### config.mk
export PLATFORM = sky130hd
export DESIGN_NAME = opalu_top
export DESIGN_NICKNAME = d
export VERILOG_FILES = /design/src/rtl/opalu_pkg.sv /design/src/rtl/opalu_shift.sv /design/src/rtl/opalu_arith.sv /design/src/rtl/opalu_logic.sv /design/src/rtl/opalu_top.sv
export SDC_FILE = /design/constraint.sdc
export NUM_CORES = 1
export LEC_CHECK = 0
export ABC_CLOCK_PERIOD_IN_PS = 13650
export BUFFER_PORTS_ARGS = -buffer_cell sky130_fd_sc_hd__buf_2
export CORE_UTILIZATION = 40
export CTS_BUF_LIST = sky130_fd_sc_hd__clkbuf_2
export DETAILED_ROUTE_END_ITERATION = 16
export GPL_TIMING_DRIVEN = 1
export PLACE_DENSITY_LB_ADDON = 0.05
export SLEW_MARGIN = 20
export SYNTH_ARGS = -nofsm -noshare
export SYNTH_HDL_FRONTEND = slang
export SYNTH_SLANG_ARGS = --single-unit
### constraint.sdc
create_clock -name clk -period 13.65 [get_ports clk]
set_input_delay 1.365 -clock clk [delete_from_list [all_inputs] [get_ports clk]]
set_output_delay 1.365 -clock clk [all_outputs]
set_load 0.1 [all_outputs]
### src/rtl/opalu_pkg.sv
package opalu_pkg;

  localparam int OP_W = 4;

  typedef enum logic [OP_W-1:0] {
    OP_CLR   = 4'h0,
    OP_SET   = 4'h1,
    OP_NOT   = 4'h2,
    OP_NEG   = 4'h3,
    OP_SHL   = 4'h4,
    OP_SHR   = 4'h5,
    OP_RSV6  = 4'h6,
    OP_RSV7  = 4'h7,
    OP_PASSB = 4'h8,
    OP_AND   = 4'h9,
    OP_OR    = 4'hA,
    OP_XOR   = 4'hB,
    OP_ADD   = 4'hC,
    OP_SUB   = 4'hD,
    OP_CMP   = 4'hE,
    OP_RSVF  = 4'hF
  } op_e;

  typedef enum logic [1:0] {
    GRP_LOGIC,
    GRP_ARITH,
    GRP_SHIFT,
    GRP_NONE
  } grp_e;

  // Which functional unit supplies the result for a code.
  function automatic grp_e op_group(op_e op);
    case (op)
      OP_NEG, OP_ADD, OP_SUB, OP_CMP: return GRP_ARITH;
      OP_SHL, OP_SHR:                 return GRP_SHIFT;
      OP_RSV6, OP_RSV7, OP_RSVF:      return GRP_NONE;
      default:                        return GRP_LOGIC;
    endcase
  endfunction

endpackage

### src/rtl/opalu_shift.sv
// Combinational barrel shifter: every output bit owns a selector that
// picks among all shift amounts; a further selector picks the bit that
// left the word last.
module opalu_shift #(
  parameter int W    = 16,
  parameter int CW   = $clog2(W),
  parameter bit LEFT = 1'b1
) (
  input  logic [W-1:0]  a,
  input  logic [CW-1:0] cnt,
  output logic [W-1:0]  y,
  output logic          spill
);
  localparam int NSH = 1 << CW;

  for (genvar i = 0; i < W; i++) begin : g_bit
    logic [NSH-1:0] pick;
    for (genvar s = 0; s < NSH; s++) begin : g_amt
      if (LEFT && (i >= s)) begin : g_l
        assign pick[s] = a[i-s];
      end else if (!LEFT && (i + s < W)) begin : g_r
        assign pick[s] = a[i+s];
      end else begin : g_z
        assign pick[s] = 1'b0;
      end
    end
    assign y[i] = pick[cnt];
  end

  logic [NSH-1:0] out_pick;
  for (genvar s = 0; s < NSH; s++) begin : g_spill
    if ((s == 0) || (s > W)) begin : g_none
      assign out_pick[s] = 1'b0;
    end else if (LEFT) begin : g_l
      assign out_pick[s] = a[W-s];
    end else begin : g_r
      assign out_pick[s] = a[s-1];
    end
  end
  assign spill = out_pick[cnt];

endmodule

### src/rtl/opalu_arith.sv
// One shared adder serves add, subtract, negate and reverse compare.
module opalu_arith
  import opalu_pkg::*;
#(
  parameter int W = 16
) (
  input  op_e          op,
  input  logic [W-1:0] a,
  input  logic [W-1:0] b,
  output logic [W-1:0] y,
  output logic         ovf
);
  logic [W-1:0] lhs;
  logic [W-1:0] rhs;
  logic         cin;

  always_comb begin
    case (op)
      OP_SUB:  begin lhs = a;  rhs = ~b; end
      OP_NEG:  begin lhs = '0; rhs = ~a; end
      OP_CMP:  begin lhs = b;  rhs = ~a; end
      default: begin lhs = a;  rhs = b;  end
    endcase
  end

  assign cin = (op == OP_SUB) || (op == OP_NEG) || (op == OP_CMP);
  assign y   = lhs + rhs + {{(W-1){1'b0}}, cin};
  // Signed overflow: like-signed addends giving a differently signed sum.
  assign ovf = (lhs[W-1] == rhs[W-1]) && (y[W-1] != lhs[W-1]);

endmodule

### src/rtl/opalu_logic.sv
module opalu_logic
  import opalu_pkg::*;
#(
  parameter int W = 16
) (
  input  op_e          op,
  input  logic [W-1:0] a,
  input  logic [W-1:0] b,
  output logic [W-1:0] y
);
  always_comb begin
    case (op)
      OP_SET:   y = '1;
      OP_NOT:   y = ~a;
      OP_PASSB: y = b;
      OP_AND:   y = a & b;
      OP_OR:    y = a | b;
      OP_XOR:   y = a ^ b;
      default:  y = '0;
    endcase
  end
endmodule

### src/rtl/opalu_top.sv
module opalu_top
  import opalu_pkg::*;
#(
  parameter int WIDTH = 16
) (
  input  logic             clk,
  input  logic             rst,
  input  logic [WIDTH-1:0] in_a,
  input  logic [WIDTH-1:0] in_b,
  input  logic [OP_W-1:0]  in_op,
  output logic [WIDTH-1:0] res_q,
  output logic             flag_n,
  output logic             flag_z,
  output logic             flag_o,
  output logic             flag_we
);
  localparam int CNT_W = $clog2(WIDTH);

  op_e  op;
  grp_e grp;
  assign op  = op_e'(in_op);
  assign grp = op_group(op);

  logic [WIDTH-1:0] lg_y, ar_y, shl_y, shr_y;
  logic             ar_ovf, shl_out, shr_out;

  opalu_logic #(.W(WIDTH)) u_logic (
    .op(op), .a(in_a), .b(in_b), .y(lg_y)
  );

  opalu_arith #(.W(WIDTH)) u_arith (
    .op(op), .a(in_a), .b(in_b), .y(ar_y), .ovf(ar_ovf)
  );

  opalu_shift #(.W(WIDTH), .CW(CNT_W), .LEFT(1'b1)) u_shl (
    .a(in_a), .cnt(in_b[CNT_W-1:0]), .y(shl_y), .spill(shl_out)
  );

  opalu_shift #(.W(WIDTH), .CW(CNT_W), .LEFT(1'b0)) u_shr (
    .a(in_a), .cnt(in_b[CNT_W-1:0]), .y(shr_y), .spill(shr_out)
  );

  logic [WIDTH-1:0] nxt_res;
  logic             nxt_o, nxt_we, nxt_n, nxt_z;

  always_comb begin
    nxt_res = '0;
    nxt_o   = 1'b0;
    nxt_we  = 1'b1;
    case (grp)
      GRP_ARITH: begin
        nxt_res = ar_y;
        nxt_o   = ar_ovf;
      end
      GRP_SHIFT: begin
        if (op == OP_SHL) begin
          nxt_res = shl_y;
          nxt_o   = shl_out;
        end else begin
          nxt_res = shr_y;
          nxt_o   = shr_out;
        end
      end
      GRP_NONE: nxt_we = 1'b0;
      default:  nxt_res = lg_y;
    endcase
  end

  assign nxt_n = nxt_we & nxt_res[WIDTH-1];
  assign nxt_z = nxt_we & ~(|nxt_res);

  always_ff @(posedge clk) begin
    if (rst) begin
      res_q   <= '0;
      flag_n  <= 1'b0;
      flag_z  <= 1'b0;
      flag_o  <= 1'b0;
      flag_we <= 1'b0;
    end else begin
      res_q   <= nxt_res;
      flag_n  <= nxt_n;
      flag_z  <= nxt_z;
      flag_o  <= nxt_o;
      flag_we <= nxt_we;
    end
  end

endmodule

Yosys cells after proc, flatten, opt, wreduce, memory -nomap -nowiden
Memories as Yosys holds them, arrays and structs flattened. Index checks and enable logic that the tools add are counted.

Register bits: 20. ROM bits: 32. Input bits: 38. Output and inout bits: 20. Word-level logic and storage cells: 113. Memories: 1.

Memories: (name not given) (words 16, bits a word 2, rd ports 1, clocked after memory_dff 0, write ports 0, RTL line opalu_pkg.sv:33) `case (op)`.

Add/subtract/negate cells: 2. $lt $le $gt $ge: 1. Equality and inequality tests: 15. Mux-type cells: 76. Bitwise gates (word level): 8. Reduce and logical (&&, ||, !) cells: 5.

Operators by type and width (number): $bmux 1 s4 (34); $pmux 16 s6 (1); $pmux 16 s2 (2); $pmux 16 s3 (1); $mux 1 (36); $not 16->16 (2); $eq 4x4->1 const B (6); $add 16x1->16 (1); $add 16x16->16 (1); $and 16x16->16 (1); $mux 16 (1); $or 16x16->16 (1); $reduce_or 16->1 (1); $xor 16x16->16 (1); $eq 4x2->1 const B (2); $lt 4x5->1 const B (1); $eq 2x2->1 const B (2); $eq 4x1->1 const B (1); $eq 4x3->1 const B (1); $and 1x1->1 (2); $eq 2x1->1 const B (1); $logic_or 1x1->1 (2); $pmux 1 s2 (1); $reduce_or 2->1 (1); other kinds (4) (4).

Longest topological paths before layout
Depth after elaboration: 9. Mapped depth: 20. Depth with buffers taken out: 17.

Modules after synthesis
From an unflattened synthesis, not the netlist that was laid out.

Cells, all modules: 738. Area total of the unflattened synthesis: 5501.5 um^2.

By module, submodules not included: opalu_logic (times used 1, cells each 183, area each 1381.3 um^2, sequential area each 0.0 um^2); opalu_arith (times used 1, cells each 193, area each 1313.8 um^2, sequential area each 0.0 um^2); opalu_top (times used 1, cells each 165, area each 1227.4 um^2, sequential area each 400.4 um^2); opalu_shift (u_shl) (times used 1, cells each 105, area each 839.6 um^2, sequential area each 0.0 um^2); opalu_shift (u_shr) (times used 1, cells each 92, area each 739.5 um^2, sequential area each 0.0 um^2).

Worst setup path before layout
OpenSTA, ideal clock, no wires.

Path kind: input-to-reg. From: input port in_op[3]. To: register flag_z. Setup time: 0.088 ns. Arrival time: 5.424 ns. Required time: 13.562 ns. Slack: 8.138 ns. Stages on the path: 19. Buffers on the path: 5. Cells stage by stage: buf_2 buf_4 buf_2 buf_2 nand3_1 and2_1 inv_1 clkbuf_1 o21ai_0 fa_1 fa_1 a21oi_1 nand4b_1 nand4_1 and3_1 o22a_1 mux2i_1 a211o_1 nor4_2.

Cells in the longest elaborated chain, start to end: 9. Elaborated cells on any way between the ends: 28. Those cells by class: 2 x add/sub; 13 x eq/ne; 6 x mux; 2 x bitwise; 4 x reduce/logical; 1 x memory.

Ends and longest elaborated chain: start: declaration (RTL line opalu_top.sv:10) `input logic [OP_W-1:0] in_op,`; $eq 4x4->1 / $eq 4x2->1 (equally long branches) (RTL line opalu_arith.sv:18, opalu_arith.sv:26); $reduce_or 2->1 (no source line); $pmux 16 s2 (RTL line opalu_arith.sv:18) `case (op)`; $add 16x16->16 (RTL line opalu_arith.sv:27) `assign y = lhs + rhs + {{(W-1){1'b0}}, cin};`; $add 16x1->16 (RTL line opalu_arith.sv:27); $pmux 16 s3 (RTL line opalu_top.sv:50) `case (grp)`; $reduce_or 16->1 (RTL line opalu_top.sv:70) `assign nxt_z = nxt_we & ~(|nxt_res);`; $not 1->1 (RTL line opalu_top.sv:70); $and 1x1->1 * (RTL line opalu_top.sv:70); end signal: assignment (RTL line opalu_top.sv:82) `flag_z <= nxt_z;`; end: declaration (RTL line opalu_top.sv:13) `output logic flag_z,`.

Mark *: on every way between the ends. The rest lies on a longest branch, timed or not. A chain may end at the register's enable or synchronous reset.

Worst setup path after layout
From: input port in_op[0]. To: register flag_z.

Same word-level chain as after synthesis.

==> results.md <==
* Vias per inst at 6.56
* Longest Clk Path Bufs at 2
* Postcts setup bufs at 0
* Largest net degree at the start of global routing at 51
* Remaining antenna violation count at 0
* Routed wire length at 20,900 um
* Antenna cells at 0
* Initial core utilization at 0.412
* Synth Register Bits at 20
* Final GP Congestion at 0.940
* Final Hold Fails at 0
* Status: completed
* Post-synth top area share at 0.122
* Mean Syn Cell Area at 7.60 um^2
* Die Wd at 116 um
* Clk sink count at 20
* Fmax at 152 MHz
* VDD IR max at 31.1 uV
* Crit path DAT at 6.86 ns
* Startpoint types: primary input
* Max incr delay on CP at 0.69 ns
* Multi-input logic area at 4370 um^2
* DR WL/cell at 24.2 um
* Crit-path most repeated cell: fa_1
* DP HPWL at 15,600 um
* Critical path peak fanout at 41
* Critical Path Source: in_op[0]
* PwrDens at 65.6 nW/um^2
* Setup TNS Final at 0 ns
* Cell area after synthesis at 5220 um^2
* Vias in the first global route at 5,171
* Total Power at 0.000361 W
* Antenna violations before repair at 0
* Post-cts gate resize count at 0
* Design area at 5500 um^2
* Synth-to-layout area growth at 5.37%
* First-pass GRT wire length at 31,400 um
* Syn nets at 778
* Synth area leaders: ha_1, mux4_2, dfxtp_1
* Cells along the critical path: buf_2, nor2b_1, nand3_1, and2_1, inv_1, o21ai_0, fa_1, fa_1, a21oi_1, nand4b_1, nand4_1, and3_1, o22a_1, mux2i_1, a211o_1, nor4_2
* Initial DRC count at 560
* Chip height at 116 um
* CTS tree: built
* Setup Viol. Count Final at 0
* Max Slew Vio Count at 0
* Ports at 58
* Hold Crit Class: in2reg
* Core area at 12,700 um^2
* Synth unique cells at 79
* Share of layout cells above drive strength 1 at 0.154
* EDFF count, synth at 0
* Pre-antenna DRT Iters at 6
* Max cap viols at 0
* Tightest Pin Transition at 1.12 ns
* Mapped Cells at 687
* Cell at the root of the clock tree: clkbuf_2
* Tmin final at 6.58 ns
* GR Overflow Total at 0
* Synth warn at 0
* Worst EP required at 13.93 ns
* Num CTS Buffers at 3
* Biggest area consumer among synthesized cells: ha_1
* Area of placed instances at 5460 um^2
* Setup Crit Path Kind: in2reg
* Crit-path slowest cell: nor2b_1
* Leakage at 2.36 nW
* Hold_sp: rst
* Rows at 41
* Buffers on Ports at 57
* Hold_buf cts at 0
* DRC at 0
* Tcrit/Tclk final at 0.482
* Headroom to the max-slew limit at 0.252
* Seq/Total Area, Yosys at 0.0766
* Die ar. at 13,500 um^2
* Post-synth ARST share at 0
* CTS H-tree lvls at 1
* Clk slew on worst S/H paths at 0.23 ns
* Top FF cell, synth: dfxtp_1
* Vias at 5,652
* Final hold slack at 1.38 ns
* Crit end category: register
* Nets at 781
* # fillers at 1,318
* Register area at 400 um^2
* Unrepaired setup endpoints after global routing: false
* Gr usage total at 0.315
## final timing paths
| check | endpoint | slack [ns] | cells past startpoint |
|---|---|---|---|
| worst max-delay path | flag_z$_SDFF_PP0_ | 7.07 | 16 |
| worst min-delay path | res_q[9]$_SDFF_PP0_ | 1.38 | 2 |
## critical path, delay by kind of cell
| kind | cells | cell delay, ns |
|---|---|---|
| multiplexers | 1 | 0.13 |
| AND/OR/NAND/NOR | 7 | 2.67 |
| buffers and inverters | 2 | 0.89 |
| adder cells (fa/ha/maj) | 2 | 0.92 |
| AO/OA/AOI/OAI | 4 | 0.88 |
## cell usage after synthesis, drive strengths merged (6+ instances only)
cell	n
nand2	59
o21ai	56
ha	51
nor2	50
inv	41
a21oi	36
clkbuf	36
buf	28
mux2i	28
mux4	24
dfxtp	20
nor2b	18
nand2b	17
a31oi	16
o22a	16
nand3	15
nor3	13
o211ai	13
a211oi	11
and3	9
a32oi	8
mux2	8
o31ai	8
a22oi	6
and2	6
nand4	6
## registers in the layout, summed over array words and instances (netlist names)
name     cells
res_q       16
flag_n       1
flag_o       1
flag_we      1
flag_z       1
## where the power goes
group	total (W)	internal [W]	switching [W]
clock	0.0000459	0.0000252	0.0000207
sequential	0.0000647	0.0000634	0.00000123
combinational	0.000250	0.0000826	0.000168
## kinds of logic after synthesis
family | share of synthesized area
xor+xnor | 0.0101
simple gates | 0.218
compound gates | 0.300
fa+ha+maj | 0.130
flops | 0.0766
buf+inv | 0.0874
mux | 0.178
## per-stage QoR
step	utilization	setup slack [ns]	instances
2_1_floorplan	-	8.14	687
3_3_place_gp	0.431	6.98	857
3_5_place_dp	0.431	6.76	857
4_1_cts	0.434	7.11	861
6_report	0.434	7.07	861
5_1_grt	0.434	6.59	861
## per-layer routing
layer,vias to the layer above,track usage,routed length [um]
met3,58,0.0400,1520
met1,2729,0.425,8830
li1,2592,-,-
met2,273,0.503,9480
met4,0,0.138,1030
met5,-,0,0
## cell type report
cell class                 instances  share of cell area
tap                              172              0.0391
sequential                        20              0.0727
multi-input combinational        562               0.793
inverter                          41              0.0280
clock inverter                     1             0.00546
clock buffer                       3             0.00273
timing repair buffer              62              0.0586
## placed cells by master, fill, tap and decap left out, types with 4 or more instances in the layout
master	netlist	routed
buf_4	3	5
nand3_1	14	14
nor3_1	13	13
a31oi_1	16	16
mux4_1	5	5
o311a_1	4	4
o22a_1	16	16
o22ai_1	5	5
o211ai_1	13	13
and2_1	6	6
mux2i_1	28	28
o31ai_1	8	8
a22oi_1	6	6
o32ai_1	4	4
mux4_2	19	19
ha_1	51	51
dfxtp_1	20	20
mux2_2	7	7
a211oi_1	11	11
buf_2	17	57
a21oi_1	36	36
a32oi_1	8	8
a211o_1	5	5
nand2_1	58	58
nand4_1	6	6
nand2b_1	17	17
nor2_1	50	50
o21ai_0	54	54
a2bb2oi_1	5	5
and3_1	9	9
inv_1	40	40
nand3b_1	4	4
nor2b_1	18	18
No activity file was read; power rests on OpenSTA's default activity.
